$ cat src/rtl/npg_pkg.sv
package npg_pkg;

  // Largest delay that still leaves one full dead time before the next edge
  // of the square reference.
  function automatic int unsigned shift_limit(input int unsigned half_cyc,
                                              input int unsigned dead_cyc);
    return half_cyc - dead_cyc;
  endfunction

  // Width of a counter that must hold values 0..n.
  function automatic int unsigned cnt_bits(input int unsigned n);
    return (n < 2) ? 1 : $clog2(n + 1);
  endfunction

endpackage

$ cat src/rtl/npg_timer.sv
module npg_timer #(
  parameter int unsigned PERIOD_CYC = 10000,
  parameter int unsigned CW         = 14
) (
  input  logic          clk,
  input  logic          rst,
  input  logic          en,
  output logic [CW-1:0] cnt,
  output logic          first_half,
  output logic [CW-1:0] carrier,
  output logic          load
);
  localparam int unsigned HALF = PERIOD_CYC / 2;
  localparam logic [CW-1:0] LAST   = CW'(PERIOD_CYC - 1);
  localparam logic [CW-1:0] HALF_V = CW'(HALF);

  always_ff @(posedge clk) begin
    if (rst || !en) begin
      cnt <= '0;
    end else if (cnt == LAST) begin
      cnt <= '0;
    end else begin
      cnt <= cnt + 1'b1;
    end
  end

  always_comb begin
    first_half = (cnt < HALF_V);
    carrier    = first_half ? cnt : (cnt - HALF_V);
    // Capture the words on the cycle before a carrier period begins, or at
    // any time the block is disabled (the counter restarts at 0).
    load       = !en || (cnt == HALF_V - 1'b1) || (cnt == LAST);
  end

  // the counter never leaves its range.
  a_r4_cnt_range: assert property (@(posedge clk) disable iff (rst)
    cnt <= LAST);

  // a cycle spent disabled leaves the counter at zero.
  a_r9_restart_zero: assert property (@(posedge clk) disable iff (rst)
    !$past(en) |-> (cnt == '0));

endmodule

$ cat src/rtl/npg_shift.sv
module npg_shift #(
  parameter int unsigned MOD_W    = 16,
  parameter int unsigned HALF     = 5000,
  parameter int unsigned DEAD_CYC = 120,
  parameter int unsigned CW       = 14
) (
  input  logic             clk,
  input  logic             rst,
  input  logic             load,
  input  logic [MOD_W-1:0] word,
  output logic [CW-1:0]    shift_q
);
  import npg_pkg::*;

  localparam int unsigned PW = MOD_W + CW;
  localparam logic [CW-1:0] LIMIT = CW'(shift_limit(HALF, DEAD_CYC));

  logic [PW-1:0] prod;
  logic [CW-1:0] scaled;
  logic [CW-1:0] clamped;

  always_comb begin
    prod    = PW'(word) * PW'(HALF);
    scaled  = prod[MOD_W +: CW];
    clamped = (scaled > LIMIT) ? LIMIT : scaled;
  end

  always_ff @(posedge clk) begin
    if (rst) begin
      shift_q <= '0;
    end else if (load) begin
      shift_q <= clamped;
    end
  end

  // the applied delay never goes past half a period minus the dead time.
  a_r10_clamp: assert property (@(posedge clk) disable iff (rst)
    shift_q <= LIMIT);

  // between carrier boundaries the applied delay stays fixed.
  a_r8_hold: assert property (@(posedge clk) disable iff (rst)
    !$past(load) |-> $stable(shift_q));

endmodule

$ cat src/rtl/npg_deadband.sv
module npg_deadband #(
  parameter int unsigned DEAD_CYC = 120,
  parameter int unsigned AW       = 7
) (
  input  logic clk,
  input  logic rst,
  input  logic en,
  input  logic raw,
  output logic on_q,
  output logic off_q
);
  localparam logic [AW-1:0] DEAD_V = AW'(DEAD_CYC);

  logic          level_q;
  logic [AW-1:0] age_q;
  logic          level_n;
  logic [AW-1:0] age_n;

  always_comb begin
    level_n = raw;
    if (raw != level_q) begin
      age_n = '0;
    end else if (age_q < DEAD_V) begin
      age_n = age_q + 1'b1;
    end else begin
      age_n = age_q;
    end
  end

  always_ff @(posedge clk) begin
    if (rst || !en) begin
      level_q <= 1'b0;
      age_q   <= '0;
      on_q    <= 1'b0;
      off_q   <= 1'b0;
    end else begin
      level_q <= level_n;
      age_q   <= age_n;
      on_q    <= level_n  && (age_n == DEAD_V);
      off_q   <= !level_n && (age_n == DEAD_V);
    end
  end

  // disabling forces both gates low on the next edge.
  a_r1_disable_low: assert property (@(posedge clk) disable iff (rst)
    !$past(en) |-> (!on_q && !off_q));

  generate
    if (DEAD_CYC > 0) begin : g_gap
      // a gate never turns on in the cycle its partner turns off.
      a_r3_gap_on: assert property (@(posedge clk) disable iff (rst)
        $rose(on_q) |-> !$past(off_q));
      a_r3_gap_off: assert property (@(posedge clk) disable iff (rst)
        $rose(off_q) |-> !$past(on_q));
    end
  endgenerate

endmodule

$ cat src/rtl/npc_pshift_gate.sv
module npc_pshift_gate #(
  parameter int unsigned PERIOD_CYC = 10000,
  parameter int unsigned DEAD_CYC   = 120,
  parameter int unsigned MOD_W      = 16
) (
  input  logic             clk,
  input  logic             rst,
  input  logic             en,
  input  logic [MOD_W-1:0] mod_xy,
  input  logic [MOD_W-1:0] mod_yz,
  output logic             a_outer_top,
  output logic             a_inner_top,
  output logic             a_inner_bot,
  output logic             a_outer_bot,
  output logic             b_outer_top,
  output logic             b_inner_top,
  output logic             b_inner_bot,
  output logic             b_outer_bot
);
  import npg_pkg::*;

  localparam int unsigned HALF  = PERIOD_CYC / 2;
  localparam int unsigned CW    = cnt_bits(PERIOD_CYC);
  localparam int unsigned AW    = cnt_bits(DEAD_CYC);
  localparam int unsigned NLEG  = 2;
  localparam int unsigned NPAIR = 4;

  logic [CW-1:0] cnt;
  logic          first_half;
  logic [CW-1:0] carrier;
  logic          load;

  npg_timer #(.PERIOD_CYC(PERIOD_CYC), .CW(CW)) timer_i (
    .clk(clk), .rst(rst), .en(en),
    .cnt(cnt), .first_half(first_half), .carrier(carrier), .load(load)
  );

  logic [MOD_W-1:0] words [NLEG];
  logic [CW-1:0]    shifts [NLEG];
  logic [NLEG-1:0]  outer_raw;

  assign words[0] = mod_xy;
  assign words[1] = mod_yz;

  // Each outer reference is the square delayed by the leg's shift. Written
  // as a compare against the carrier: in the first half it is high once the
  // carrier reaches the shift, and in the second half it is high until then.
  generate
    for (genvar g = 0; g < NLEG; g++) begin : g_leg
      npg_shift #(.MOD_W(MOD_W), .HALF(HALF), .DEAD_CYC(DEAD_CYC), .CW(CW)) shift_i (
        .clk(clk), .rst(rst), .load(load), .word(words[g]), .shift_q(shifts[g])
      );
      assign outer_raw[g] = first_half ? (carrier >= shifts[g]) : (carrier < shifts[g]);
    end
  endgenerate

  // Pair raw levels: 0 = leg A inner, 1 = leg A outer,
  // 2 = leg B inner, 3 = leg B outer.
  logic [NPAIR-1:0] pair_raw;
  logic [NPAIR-1:0] pair_on;
  logic [NPAIR-1:0] pair_off;

  assign pair_raw = {outer_raw[1], first_half, outer_raw[0], first_half};

  generate
    for (genvar p = 0; p < NPAIR; p++) begin : g_pair
      npg_deadband #(.DEAD_CYC(DEAD_CYC), .AW(AW)) band_i (
        .clk(clk), .rst(rst), .en(en), .raw(pair_raw[p]),
        .on_q(pair_on[p]), .off_q(pair_off[p])
      );
    end
  endgenerate

  // Leg A: the square drives the upper inner gate; the delayed square drives
  // the lower outer gate. Leg B is mirrored: the square drives the lower
  // inner gate and the delayed square drives the upper outer gate.
  assign a_inner_top = pair_on[0];
  assign a_inner_bot = pair_off[0];
  assign a_outer_bot = pair_on[1];
  assign a_outer_top = pair_off[1];
  assign b_inner_bot = pair_on[2];
  assign b_inner_top = pair_off[2];
  assign b_outer_top = pair_on[3];
  assign b_outer_bot = pair_off[3];

  logic a_pos, a_neg, b_pos, b_neg;
  assign a_pos = a_outer_top && a_inner_top;
  assign a_neg = a_inner_bot && a_outer_bot;
  assign b_pos = b_outer_top && b_inner_top;
  assign b_neg = b_inner_bot && b_outer_bot;

  // the two primaries never carry the same nonzero polarity.
  a_r7_polarity: assert property (@(posedge clk) disable iff (rst)
    !(a_pos && b_pos) && !(a_neg && b_neg));

  // both legs share one square reference.
  a_r11_inner_shared: assert property (@(posedge clk) disable iff (rst)
    a_inner_top == b_inner_bot);

  // no leg ever shorts its outer pair.
  a_r2_outer_excl: assert property (@(posedge clk) disable iff (rst)
    !(a_outer_top && a_outer_bot) && !(b_outer_top && b_outer_bot));

endmodule

$ cat config.mk
export PLATFORM = sky130hd
export DESIGN_NAME = npc_pshift_gate
export DESIGN_NICKNAME = d
export VERILOG_FILES = /design/src/rtl/npg_pkg.sv /design/src/rtl/npg_timer.sv /design/src/rtl/npg_shift.sv /design/src/rtl/npg_deadband.sv /design/src/rtl/npc_pshift_gate.sv
export SDC_FILE = /design/constraint.sdc
export NUM_CORES = 1
export LEC_CHECK = 0
export BUFFER_PORTS_ARGS = -buffer_cell sky130_fd_sc_hd__buf_4
export CORE_MARGIN = 5
export CORE_UTILIZATION = 40
export DETAILED_ROUTE_END_ITERATION = 7
export PLACE_DENSITY_LB_ADDON = 0.15
export SYNTH_ARGS = -nofsm -noshare
export SYNTH_HDL_FRONTEND = slang
export SYNTH_SLANG_ARGS = --single-unit
$ cat constraint.sdc
create_clock -name clk -period 8.5 [get_ports clk]
set_input_delay 1.7 -clock clk [delete_from_list [all_inputs] [get_ports clk]]
set_output_delay 1.7 -clock clk [all_outputs]
set_load 0.05 [all_outputs]
# After elaboration in Yosys (flattened, before gate mapping)
# Cells that the tools add are included.
op_classes:
  n_addsub: 6
  n_mul: 2
  magnitude_cmp: 11
  n_eq_ne: 9
  mux: 13
  n_reduce_logical: 16
op_table:
  columns: ["operator", "count"]
  rows:
  - ["7-bit 2-to-1 mux", 8]
  - ["16-bit by 10-bit multiplier with 26-bit output (second input constant)", 2]
  - ["7-bit by 1-bit adder with 7-bit output (second input constant)", 4]
  - ["7-bit equality test (second input constant)", 4]
  - ["14-bit >= comparator", 2]
  - ["14-bit less-than comparator", 2]
  - ["7-bit less-than comparator (second input constant)", 4]
  - ["13-bit greater-than comparator (second input constant)", 2]
  - ["13-bit 2-to-1 mux", 2]
  - ["14-bit by 1-bit adder with 14-bit output (second input constant)", 1]
  - ["14-bit by 13-bit equality test with 1-bit output (second input constant)", 1]
  - ["14-bit equality test (second input constant)", 1]
  - ["14-bit by 13-bit less-than comparator with 1-bit output (second input constant)", 1]
  - ["14-bit 2-to-1 mux", 1]
  - ["14-bit by 13-bit subtractor with 14-bit output (second input constant)", 1]
  - ["1-bit logical AND", 8]
  - ["1-bit logical NOT", 4]
  - ["1-bit logical OR", 3]
  - ["1-bit inequality test", 3]
  - ["1-bit 2-to-1 mux", 2]
  - ["2-bit OR reduction", 1]
word_totals:
  register_bits: 81
  in_bits: 35
  output_inout_bits: 8
  elab_cells: 75

# Logic depth before layout (Yosys ltp)
# Gate-level depths: netlist (run 1).
logic_depth:
  word_depth: 8
  mapped_depth: 23
  ltp_nobuf: 21

# Hierarchy
# A second synthesis (run 1) with hierarchy kept.
unflattened:
  hier_cells: 1227
  hier_area_um2: 10287.4
modules_own_cells:
  columns: ["module", "instances", "cells_each", "area_per_inst_um2", "seq_area_each_um2"]
  rows:
  - ["npg_shift at g_leg[1].shift_i", 1, 381, 3319.4, 260.2]
  - ["npg_shift at g_leg[0].shift_i", 1, 396, 3265.6, 260.2]
  - ["npg_deadband", 4, 55, 495.5, 200.2]
  - ["npg_timer", 1, 123, 978.4, 280.3]
  - ["npc_pshift_gate", 1, 107, 742.0, 0.0]

# Worst setup path after synthesis (run 1)
# OpenSTA, ideal clock, no wires.
synth_path:
  path_kind: "input to register"
  start: "input port mod_xy[6]"
  end: "register g_leg[0].shift_i.shift_q[2]"
  arrival_ps: 6404
  required_ps: 8416
  slack_ps: 2011
  stages: 20
  n_path_buf: 2
  cell_sequence: "inv_1 > fa_1 > inv_1 > ha_1 > fa_1 > ha_1 > inv_1 > fa_1 > inv_1 > ha_1 > buf_6 > and3_1 > buf_2 > a31o_2 > or4_4 > a211oi_2 > o221ai_2 > o311ai_2 > nand2_2 > o31ai_2"
synth_via:
  elab_chain_len: 3
synth_rtl:
  columns: ["element", "line_no", "rtl"]
  rows:
  - ["start: declaration", "npc_pshift_gate.sv:9", "input logic [MOD_W-1:0] mod_xy,"]
  - ["16-bit by 10-bit multiplier with 26-bit output (*)", "npg_shift.sv:23", "prod = PW'(word) * PW'(HALF);"]
  - ["13-bit greater-than comparator", "npg_shift.sv:25", "clamped = (scaled > LIMIT) ? LIMIT : scaled;"]
  - ["13-bit 2-to-1 mux (*)", "npg_shift.sv:25", null]
  - ["end signal: assignment", "npg_shift.sv:32", "shift_q <= clamped;"]
  - ["end: declaration", "npg_shift.sv:11", "output logic [CW-1:0] shift_q"]
# Every way passes the cells marked *; elsewhere a longest branch is shown, timed or not.
# A chain may end at the register's enable or synchronous reset.

# Worst setup path after layout (run 1)
# Ends and elaborated chain as after synthesis.

==> results of run 1 <==
## cells in the final DEF, fill, tap and decap left out, types with 7 or more instances in the layout
cell / synthesis / final
o21ai_0: 32 / 32
a21oi_1: 59 / 59
clkbuf_16: 0 / 9
and2_1: 11 / 11
xor2_1: 30 / 30
nand4_1: 16 / 16
a21o_1: 18 / 18
a31oi_1: 16 / 15
dfxtp_1: 79 / 79
o21a_1: 7 / 7
buf_4: 0 / 45
xnor2_1: 28 / 28
a32o_1: 7 / 7
nand2_1: 59 / 59
and3_1: 18 / 18
fa_1: 68 / 68
nor2_1: 69 / 69
nor3_1: 28 / 28
inv_1: 229 / 229
nor2b_1: 11 / 11
a211oi_1: 13 / 13
ha_1: 169 / 169
nand3_1: 30 / 30
o211ai_1: 9 / 9
## layout make-up
| cell class | instances | share of cell area (%) |
|---|---|---|
| inverter | 229 | 8.187 |
| sequential | 79 | 15.06 |
| clock buffer | 10 | 2.181 |
| tap | 319 | 3.802 |
| timing repair buffer | 45 | 3.218 |
| clock inverter | 6 | 0.6435 |
| multi-input combinational | 802 | 66.91 |
## power by group
part,internal [µW],switching [µW],total (µW)
combinational,810,1180,1990
sequential,418,25.1,443
clock,229,155,384
total,1460,1360,2820
## cells by family after synthesis
kind of cell             synth area share, %
AO/OA/AOI/OAI                          16.36
XOR/XNOR                               5.295
adder cells (fa/ha/maj)                36.23
buffers and inverters                  10.36
flip-flops                             16.49
multiplexers                          0.9782
AND/OR/NAND/NOR                        14.30
## per-layer routing
metal,GRT usage (%),routed length [µm],vias to the layer above
met1,23.02,10750,3396
met3,1.897,400,16
met5,0,0,-
li1,-,-,3935
met2,24.25,8420,66
met4,3.176,232,0
## metrics by stage
stage	hold slack (ns)	cells	total power (µW)	setup WS, ns	util, %
after global placement	0.4423	1474	2434	1.542	43.34
after global routing	0.4786	1490	3166	1.591	44.60
after CTS	0.4569	1490	2850	1.882	44.60
after floorplan	0.4293	1143	2020	2.011	-
final	0.4551	1490	2821	1.879	44.60
after detailed placement	0.4463	1474	2443	1.519	43.34
## worst paths after layout
check | startpoint | to | slack (ns) | cells after the start
worst max-delay path | mod_xy[6] | g_leg[0].shift_i.shift_q[2] | 1.88 | 20
worst min-delay path | g_leg[0].shift_i.shift_q[11] | g_leg[0].shift_i.shift_q[11] | 0.46 | 2
worst max register to register | timer_i.cnt[3] | g_pair[3].band_i.age_q[0] | 4.08 | 16
worst min register to register | g_leg[0].shift_i.shift_q[11] | g_leg[0].shift_i.shift_q[11] | 0.46 | 2
## state kept, by name, indices dropped and copies added (netlist names)
signal,cells
g_pair.band_i.level_q,3
g_pair.band_i.off_q,4
g_pair.band_i.on_q,4
timer_i.cnt,14
g_leg.shift_i.shift_q,26
g_pair.band_i.age_q,28
## worst max-delay path, stage by stage
cell,delay [ns]
buf_4,0.11
inv_1,0.10
fa_1,0.54
inv_1,0.04
ha_1,0.29
fa_1,0.49
ha_1,0.29
inv_1,0.05
fa_1,0.50
inv_1,0.04
ha_1,0.39
a21oi_1,0.15
o21ai_0,0.17
a31o_2,0.31
or4_4,0.52
a211oi_2,0.34
o221ai_2,0.15
o311ai_2,0.40
nand2_2,0.11
o31ai_2,0.18
==> flow_summary_export.csv, run 1 <==
group,metric,value,unit
global_route,grt_overflow,0,
yosys,synth-async-reset-ratio,0,%
yosys,synth_common_cells,"inv_1, ha_1, dfxtp_1, nor2_1, fa_1",
route,ant_nets,0,
die,fp-row-count,56,
die,die_x,164.9,µm
die,dieArea,27180,µm²
critical_path,path_max_fanout,8,
global_route,grt_use_total,15.51,%
cts,post_cts_buffers,0,
cts,ctsHoldBuffers,0,
route,vias,7413,
finish,syn_to_final_growth,9.443,%
finish,regArea,1582,µm²
yosys,yosys.area.top_type_share,22.04,%
power,peakVddDrop,0.1092,mV
yosys,syn_area_per_cell,8.393,µm²
sta,slew_violations,0,
sta,worst_pin_slew,0.8373,ns
yosys,synth-edff-count,0,
placement,io_buffers,42,
finish,num_antenna_cells,0,
yosys,syn_area,9593,µm²
route,first_pass_iters,4,
sta,clock_skew,0.008873,ns
sta,finalCritPeriodShare,77.90,%
route,vias_per_cell,4.975,
finish,final_layout_size_suffix_gt1_share,7.173,%
power,p_per_area,268.7,nW/µm²
route,wl_per_cell,13.29,µm
cts,cts.sinks,79,
sta,rsz0062_at_grt,"no",
cts,cts_made_buffers,9,
yosys,yosys_most_used_dff,"dfxtp_1",
cts,cts_tree,"yes",
critical_path,cp-end-kind,"register",
route,drt_iter0_drc,401,
critical_path,cp.arrival,6.88,ns
cts,clk_pin_slew,0.06,ns
finish,fin_area,10500,µm²
sta,fmax,151.0,MHz
placement,dp_hpwl,16850,µm
global_route,grt_pass1_vias,7352,
worst_hold_path,hold_path_class,"register to register",
route,drc,0,
critical_path,startpoint_type,"input pin",
global_route,grt_pass1_wl,35030,µm
route,routed_wl,19800,µm
placement,place_congestion,0.8691,
yosys,synth_warnings,0,
die,ios,43,
yosys,netlist_instances,1143,
global_route,grt_max_degree,22,
cts,cts_buffer_depth,2,
critical_path,crit_type,"input pin to register",
die,dieHeight,164.9,µm
sta,hold_viol_final,0,
sta,relSlewSlack,43.98,%
yosys,synth_nets,1415,
placement,dpl_cell_area,10200,µm²
yosys,ys_types,78,
yosys,post-synth-top-count-cell,"inv_1",
cts,cts_resized,0,
global_route,antenna_found_initial,0,
cts,cts_root_buf,"clkbuf_16",
sta,final-setup-viol-count,0,
yosys,synth-seq-cells,79,
finish,nNetsFinal,1438,
critical_path,required,8.75,ns
power,leakage,0.005210,µW
die,start_util,40.75,%
run_status,status,"complete, no violations",
yosys,ys_seq_area_share,16.49,%
die,core,23540,µm²
yosys,synthTopCellsByArea,"ha_1, dfxtp_1, fa_1, inv_1, a21oi_1",
cts,htree_levels,3,
sta,fin_setup_tns,0,ns
yosys,yosysTopAreaCell,"ha_1",
finish,multi_input_area,7024,µm²
cts,insertion_delay,0.34,ns
sta,period_needed,6.621,ns
finish,fill_cells,2418,
job,maxCapViolCount,0,
Power figures use the tool's default switching activity.
==> inputs of run 2 (changes only) <==
- ABC_AREA: not set -> 1
- clock period: 8.5 -> 6.4 ns (I/O delays scaled with it)
==> run 2 against run 1 <==
Net effect:
- global-route usage up 0.28 points
- synthesized cell count up 26%
- core utilization up 0.32 points
- critical path type unchanged
- final area up 4.4%
- clock-buffer cell count unchanged
- non-clock buffer count down 3
- sequential cell count unchanged
- die area up 3.6%
- via count up 14%
- sequential power up 34%
- register-to-register slack worse by 1.2 ns
- highest routed layer unchanged
==> flow_summary_export.csv, run 2 <==
group,metric,value,unit
die,fp-row-count,57,
finish,largest_reg_flops,28,
power,p_per_area,349.2,nW/µm²
global_route,grt_use_total,15.79,%
yosys,syn_area_per_cell,6.939,µm²
yosys,synthTopCellsByArea,"ha_1, dfxtp_1, fa_1, inv_1, nand2_1",
finish,largest-register,"g_pair.band_i.age_q",
critical_path,crit_type,"input pin to register",
power,p_int,1889,µW
finish,largest_registers,"g_pair.band_i.age_q (28), g_leg.shift_i.shift_q (26), timer_i.cnt (14)",
power,clock_power_share,14.6,%
global_route,busiest_layer,"met2",
placement,dpl_cell_area,10630,µm²
yosys,synth-seq-cells,79,
yosys,yosysTopAreaCell,"ha_1",
global_route,met3_usage,1.735,%
placement,io_buffers,42,
cts,cts_tree,"yes",
critical_path,cp-end-kind,"register",
sta,period_needed,5.437,ns
critical_path,startpoint,"mod_xy[10]",
sta,final-setup-viol-count,0,
sta,rsz0062_at_grt,"no",
sta,slew_violations,0,
cts,ctsHoldBuffers,0,
route,wl_per_cell,11.75,µm
yosys,ys_types,40,
power,p_sw_share,50.64,%
run_status,status,"complete, no violations",
route,drt_iter0_drc,326,
critical_path,reg2reg_setup_slack,2.91,ns
die,dieHeight,167.8,µm
critical_path,cp.arrival,5.70,ns
yosys,synth_warnings,0,
finish,nNetsFinal,1749,
global_route,grt_overflow,0,
yosys,syn_area,9957,µm²
worst_hold_path,holdCritStartpoint,"g_leg[1].shift_i.shift_q[1]",
finish,fill_cells,2572,
critical_path,ff2ff_path_depth,24,
critical_path,rr_startpoint,"timer_i.cnt[7]",
yosys,netlist_instances,1435,
global_route,grt_max_degree,44,
finish,final_cell_mix,"inv_1, nand2_1, ha_1, nor2_1, a21oi_1",
cts,htree_levels,3,
sta,fin_setup_tns,0,ns
cts,cts_root_buf,"clkbuf_16",
cts,post_cts_buffers,0,
power,comb_power_share,69.9,%
yosys,yosys_most_used_dff,"dfxtp_1",
worst_hold_path,whs_path_depth,2,
global_route,met1_usage,20.53,%
cts,cts_buffer_depth,2,
cts,cts_resized,0,
yosys,post-synth-top-count-cell,"inv_1",
worst_hold_path,whs_endpoint,"g_leg[1].shift_i.shift_q[1]",
die,dieArea,28150,µm²
sta,fmax,183.9,MHz
sta,clock_skew,0.01028,ns
power,netSwitchingPower,1937,µW
route,first_pass_iters,5,
power,leakage,0.006044,µW
critical_path,path_max_fanout,10,
yosys,synth_nets,1707,
yosys,synth_common_cells,"inv_1, nand2_1, ha_1, nor2_1, a21oi_1",
route,drc,0,
global_route,met2_usage,28.76,%
power,report.power.total,3826,µW
power,p_seq_share,15.6,%
finish,final_common_cell,"inv_1",
sta,setup_slack,0.9631,ns
global_route,antenna_found_initial,0,
finish,final_layout_size_suffix_gt1_share,5.331,%
sta,finalCritPeriodShare,84.95,%
finish,syn_to_final_growth,10.03,%
route,routed_wl,21220,µm
die,core,24390,µm²
critical_path,startpoint_type,"input pin",
global_route,grt_pass1_wl,38250,µm
finish,num_antenna_cells,0,
route,vias,8426,
cts,insertion_delay,0.34,ns
sta,worst_pin_slew,0.6774,ns
cts,clk_pin_slew,0.06,ns
yosys,synth-edff-count,0,
yosys,ys_seq_area_share,15.88,%
die,ios,43,
finish,fin_util,44.92,%
cts,cts_made_buffers,9,
route,vias_per_cell,4.666,
die,die_x,167.8,µm
placement,dp_hpwl,18340,µm
job,maxCapViolCount,0,
yosys,yosys.area.top_type_share,21.24,%
critical_path,required,6.66,ns
finish,fin_area,10960,µm²
yosys,synth-async-reset-ratio,0,%
route,ant_nets,0,
placement,post-place-ws,0.5684,ns
critical_path,r2r_end,"g_pair[3].band_i.age_q[1]",
sta,hold_viol_final,0,
global_route,grt_pass1_vias,8603,
sta,relSlewSlack,54.77,%
die,start_util,40.82,%
cts,cts.sinks,79,
placement,place_congestion,0.8486,
worst_hold_path,hold_path_class,"register to register",
power,peakVddDrop,0.2110,mV
==> run 2: cell types whose count changed in the layout (fill, tap and decap cells not counted), moves of 7 or more <==
cell / change
a21oi_1: +22
inv_1: +130
nand2_1: +254
a32o_1: -7
a31oi_1: -12
a21o_1: -17
and2_1: -10
nand3b_1: +10
a211oi_1: -12
and3_1: -17
nor2_1: +51
nand3_1: +29
xnor2_1: -22
nor2b_1: -11
==> run 2: worst max-delay path by stage <==
| stage | slack (ns) | to | cells past startpoint |
|---|---|---|---|
| global placement | 0.55 | g_leg[0].shift_i.shift_q[1] | 25 |
| finish | 0.96 | g_leg[0].shift_i.shift_q[2] | 26 |
| global route | 0.52 | g_leg[0].shift_i.shift_q[6] | 26 |
| floorplan | 1.18 | g_leg[1].shift_i.shift_q[0] | 25 |
| detailed placement | 0.57 | g_leg[0].shift_i.shift_q[1] | 25 |
| CTS | 0.91 | g_leg[0].shift_i.shift_q[2] | 26 |
==> run 2: logic make-up (layout without fill, tap and decap cells) <==
logic type / after synthesis / after routing / share of synthesized area (%)
XOR/XNOR: 32 / 32 / 2.890
flip-flops: 79 / 79 / 15.88
adder cells (fa/ha/maj): 237 / 237 / 34.91
AO/OA/AOI/OAI: 140 / 140 / 7.691
buffers and inverters: 376 / 423 / 14.20
AND/OR/NAND/NOR: 569 / 569 / 24.23
multiplexers: 2 / 2 / 0.2011
==> run 2: power by group through the flow <==
stage	Clock (µW)	Combinational (µW)	Sequential, µW
global placement	0	2690	606
detailed placement	0	2680	606
CTS	568	2710	596
global route	593	3180	604
floorplan	0	2100	593
finish	557	2670	595
==> run 2: final cells by class <==
class	count	area, µm²	share of cell area, %
clock buffer	10	229.0	2.090
inverter	365	1370	12.51
clock inverter	6	92.59	0.8451
multi-input combinational	980	6962	63.55
timing repair buffer	42	315.3	2.878
sequential	79	1582	14.44
tap	324	405.4	3.700
==> run 2: critical path: stages <==
cell	delay (ns)
buf_4	0.11
inv_1	0.24
fa_1	0.47
inv_1	0.07
ha_1	0.24
fa_1	0.51
ha_1	0.30
inv_1	0.05
fa_1	0.50
inv_1	0.04
ha_1	0.38
nand2_1	0.10
nand2_1	0.06
a21oi_1	0.25
nor3_1	0.08
nor2_1	0.13
nand2_1	0.09
nand2_1	0.08
nand2_1	0.05
nand2_1	0.05
nand2_1	0.07
nor2_1	0.10
nand2_1	0.07
nand2_2	0.16
nand2_1	0.07
a21oi_1	0.14
==> run 2: through the flow <==
step / std cells / hold slack, ns
floorplan: 1435 / 0.4412
global placement: 1790 / 0.4551
detailed placement: 1790 / 0.4586
CTS: 1806 / 0.4676
global route: 1806 / 0.4865
finish: 1806 / 0.4646
==> run 2: layer usage <==
metal  vias to the layer above  share of wire, %
met3                        16               2.0
met1                      3825                49
met4                         0              0.89
met5                         -                 0
li1                       4524                 -
met2                        61                48
==> inputs of run 3 (changes only) <==
- ABC_AREA: 1 -> 0
- clock period: 6.4 -> 5.5 ns (I/O delays scaled with it)
==> run 3 against run 2 <==
Net effect:
- non-clock buffer count increased by 185
- wire length grew 2.4%
- clock skew decreased by 0.0044 ns
- via count decreased by 3.2%
- critical endpoint is now g_leg[1].shift_i.shift_q[0]
- largest power group unchanged
==> flow_summary_export.csv, run 3 (same netlist as run 1, synthesis figures left out) <==
group,metric,value,unit
cts,cts_buffer_depth,2,
finish,largest-register,"g_pair.band_i.age_q",
route,routed_wl,21730,µm
route,wl_per_cell,12.99,µm
global_route,antenna_found_initial,0,
cts,cts_made_buffers,9,
sta,slew_violations,0,
finish,fin_area,12610,µm²
finish,num_antenna_cells,0,
die,dieHeight,164.9,µm
finish,instances_no_fill,1672,
sta,clock_skew,0.005878,ns
cts,cts.sinks,79,
die,core,23540,µm²
sta,fmax,183.2,MHz
placement,dp_cells,1644,
cts,cts_root_buf,"clkbuf_16",
placement,io_buffers,42,
power,p_per_area,500.2,nW/µm²
sta,hold_viol_final,0,
die,die_x,164.9,µm
global_route,grt_overflow,0,
critical_path,required,5.73,ns
global_route,grt_use_total,16.64,%
finish,syn_to_final_growth,31.41,%
finish,largest_registers,"g_pair.band_i.age_q (28), g_leg.shift_i.shift_q (26), timer_i.cnt (14)",
die,fp-row-count,56,
placement,dpl_cell_area,11650,µm²
finish,largest_reg_flops,28,
power,leakage,0.006146,µW
route,vias_per_cell,4.878,
placement,dp_hpwl,18250,µm
die,start_util,40.75,%
run_status,status,"complete, no violations",
critical_path,rr_startpoint,"timer_i.cnt[6]",
global_route,grt_pass1_wl,37790,µm
power,peakVddDrop,0.2854,mV
finish,final_cell_mix,"buf_4, inv_1, ha_1, dfxtp_1, fa_1",
sta,worst_pin_slew,0.8521,ns
worst_hold_path,hold_path_class,"register to register",
global_route,grt_pass1_vias,8108,
critical_path,cp-end-kind,"register",
finish,fin_util,53.54,%
sta,period_needed,5.459,ns
sta,hold_slack,0.4518,ns
critical_path,startpoint,"mod_yz[9]",
sta,relSlewSlack,43.19,%
cts,insertion_delay,0.33,ns
finish,final_layout_size_suffix_gt1_share,26.83,%
cts,clk_pin_slew,0.06,ns
job,maxCapViolCount,0,
finish,nNetsFinal,1620,
critical_path,cp.arrival,5.68,ns
sta,rsz0062_at_grt,"yes",
cts,ctsHoldBuffers,0,
critical_path,path_max_fanout,6,
finish,final_common_cell,"buf_4",
critical_path,crit_type,"input pin to register",
critical_path,startpoint_type,"input pin",
global_route,grt_max_degree,22,
worst_hold_path,holdCritStartpoint,"g_leg[0].shift_i.shift_q[11]",
placement,place_congestion,0.8178,
route,drt_iter0_drc,295,
sta,finalCritPeriodShare,99.25,%
cts,htree_levels,3,
route,ant_nets,0,
sta,final-setup-viol-count,0,
route,drc,0,
sta,fin_setup_tns,0,ns
die,dieArea,27180,µm²
die,ios,43,
route,first_pass_iters,6,
cts,cts_tree,"yes",
route,vias,8156,
-- run 3: cell types whose count changed in the layout (fill, tap and decap cells not counted), sizes merged, moves of 17 or more --
cell	previous run	this run
a21o	1	18
a21oi	82	59
and3	1	18
nand3	61	30
buf	42	227
inv	366	223
nand2	320	60
nor2	124	70
xnor2	6	28
-- run 3: what timing repair did --
action,CTS,global route
cloned,0,0
setup buffers,6,6
endpoints found under the setup margin,18,24
resized for setup,38,71
pin swaps,30,54
-- run 3: layout make-up --
type                            instances  area [µm²]
Clock buffer                           14       284.0
Clock inverter                          2       60.06
Fill cell                            2282       10940
Inverter                              229       882.1
Multi-Input combinational cell        802        7654
Sequential cell                        79        1582
Tap cell                              319       399.1
Timing Repair Buffer                  227        1745
-- run 3: per-layer routing --
metal | wire, µm | global-route usage [%] | up-vias
met3 | 317 | 1.822 | 11
met1 | 10990 | 23.52 | 3806
met5 | 0 | 0 | -
li1 | - | - | 4288
met2 | 10260 | 28.03 | 51
met4 | 157 | 2.495 | 0
-- run 3: worst paths after layout --
kind	slack [ns]	to	cells after the start
worst max register to register	0.91	g_pair[3].band_i.age_q[0]	17
worst min register to register	0.45	g_leg[0].shift_i.shift_q[11]	2
worst min-delay path	0.45	g_leg[0].shift_i.shift_q[11]	2
worst max-delay path	0.04	g_leg[1].shift_i.shift_q[0]	22
-- run 3: power by group --
group          internal [µW]  switching (µW)
sequential               646            40.3
clock                    447             218
combinational           2580            2370
-- run 3: stage by stage --
stage	power, µW	setup WS (ns)
6_report	6305	0.04137
5_1_grt	6960	-0.1603
4_1_cts	5910	-0.08894
3_5_place_dp	4986	-0.5482
3_3_place_gp	4956	-0.4555
2_1_floorplan	3296	-0.2691
-- run 3: critical path, cell delays in order --
cell and delay, ns:
buf_8 0.08, clkinvlp_4 0.13, fa_1 0.54, inv_2 0.05, ha_4 0.23, fa_1 0.47
ha_1 0.30, inv_2 0.04, fa_1 0.51, inv_2 0.05, ha_4 0.20, or3_1 0.35
a311o_1 0.31, a21oi_2 0.19, o21ai_2 0.08, a31oi_1 0.21, xor2_1 0.09, buf_4 0.15
a21boi_4 0.14, a41oi_2 0.06, buf_6 0.16, a32o_1 0.24
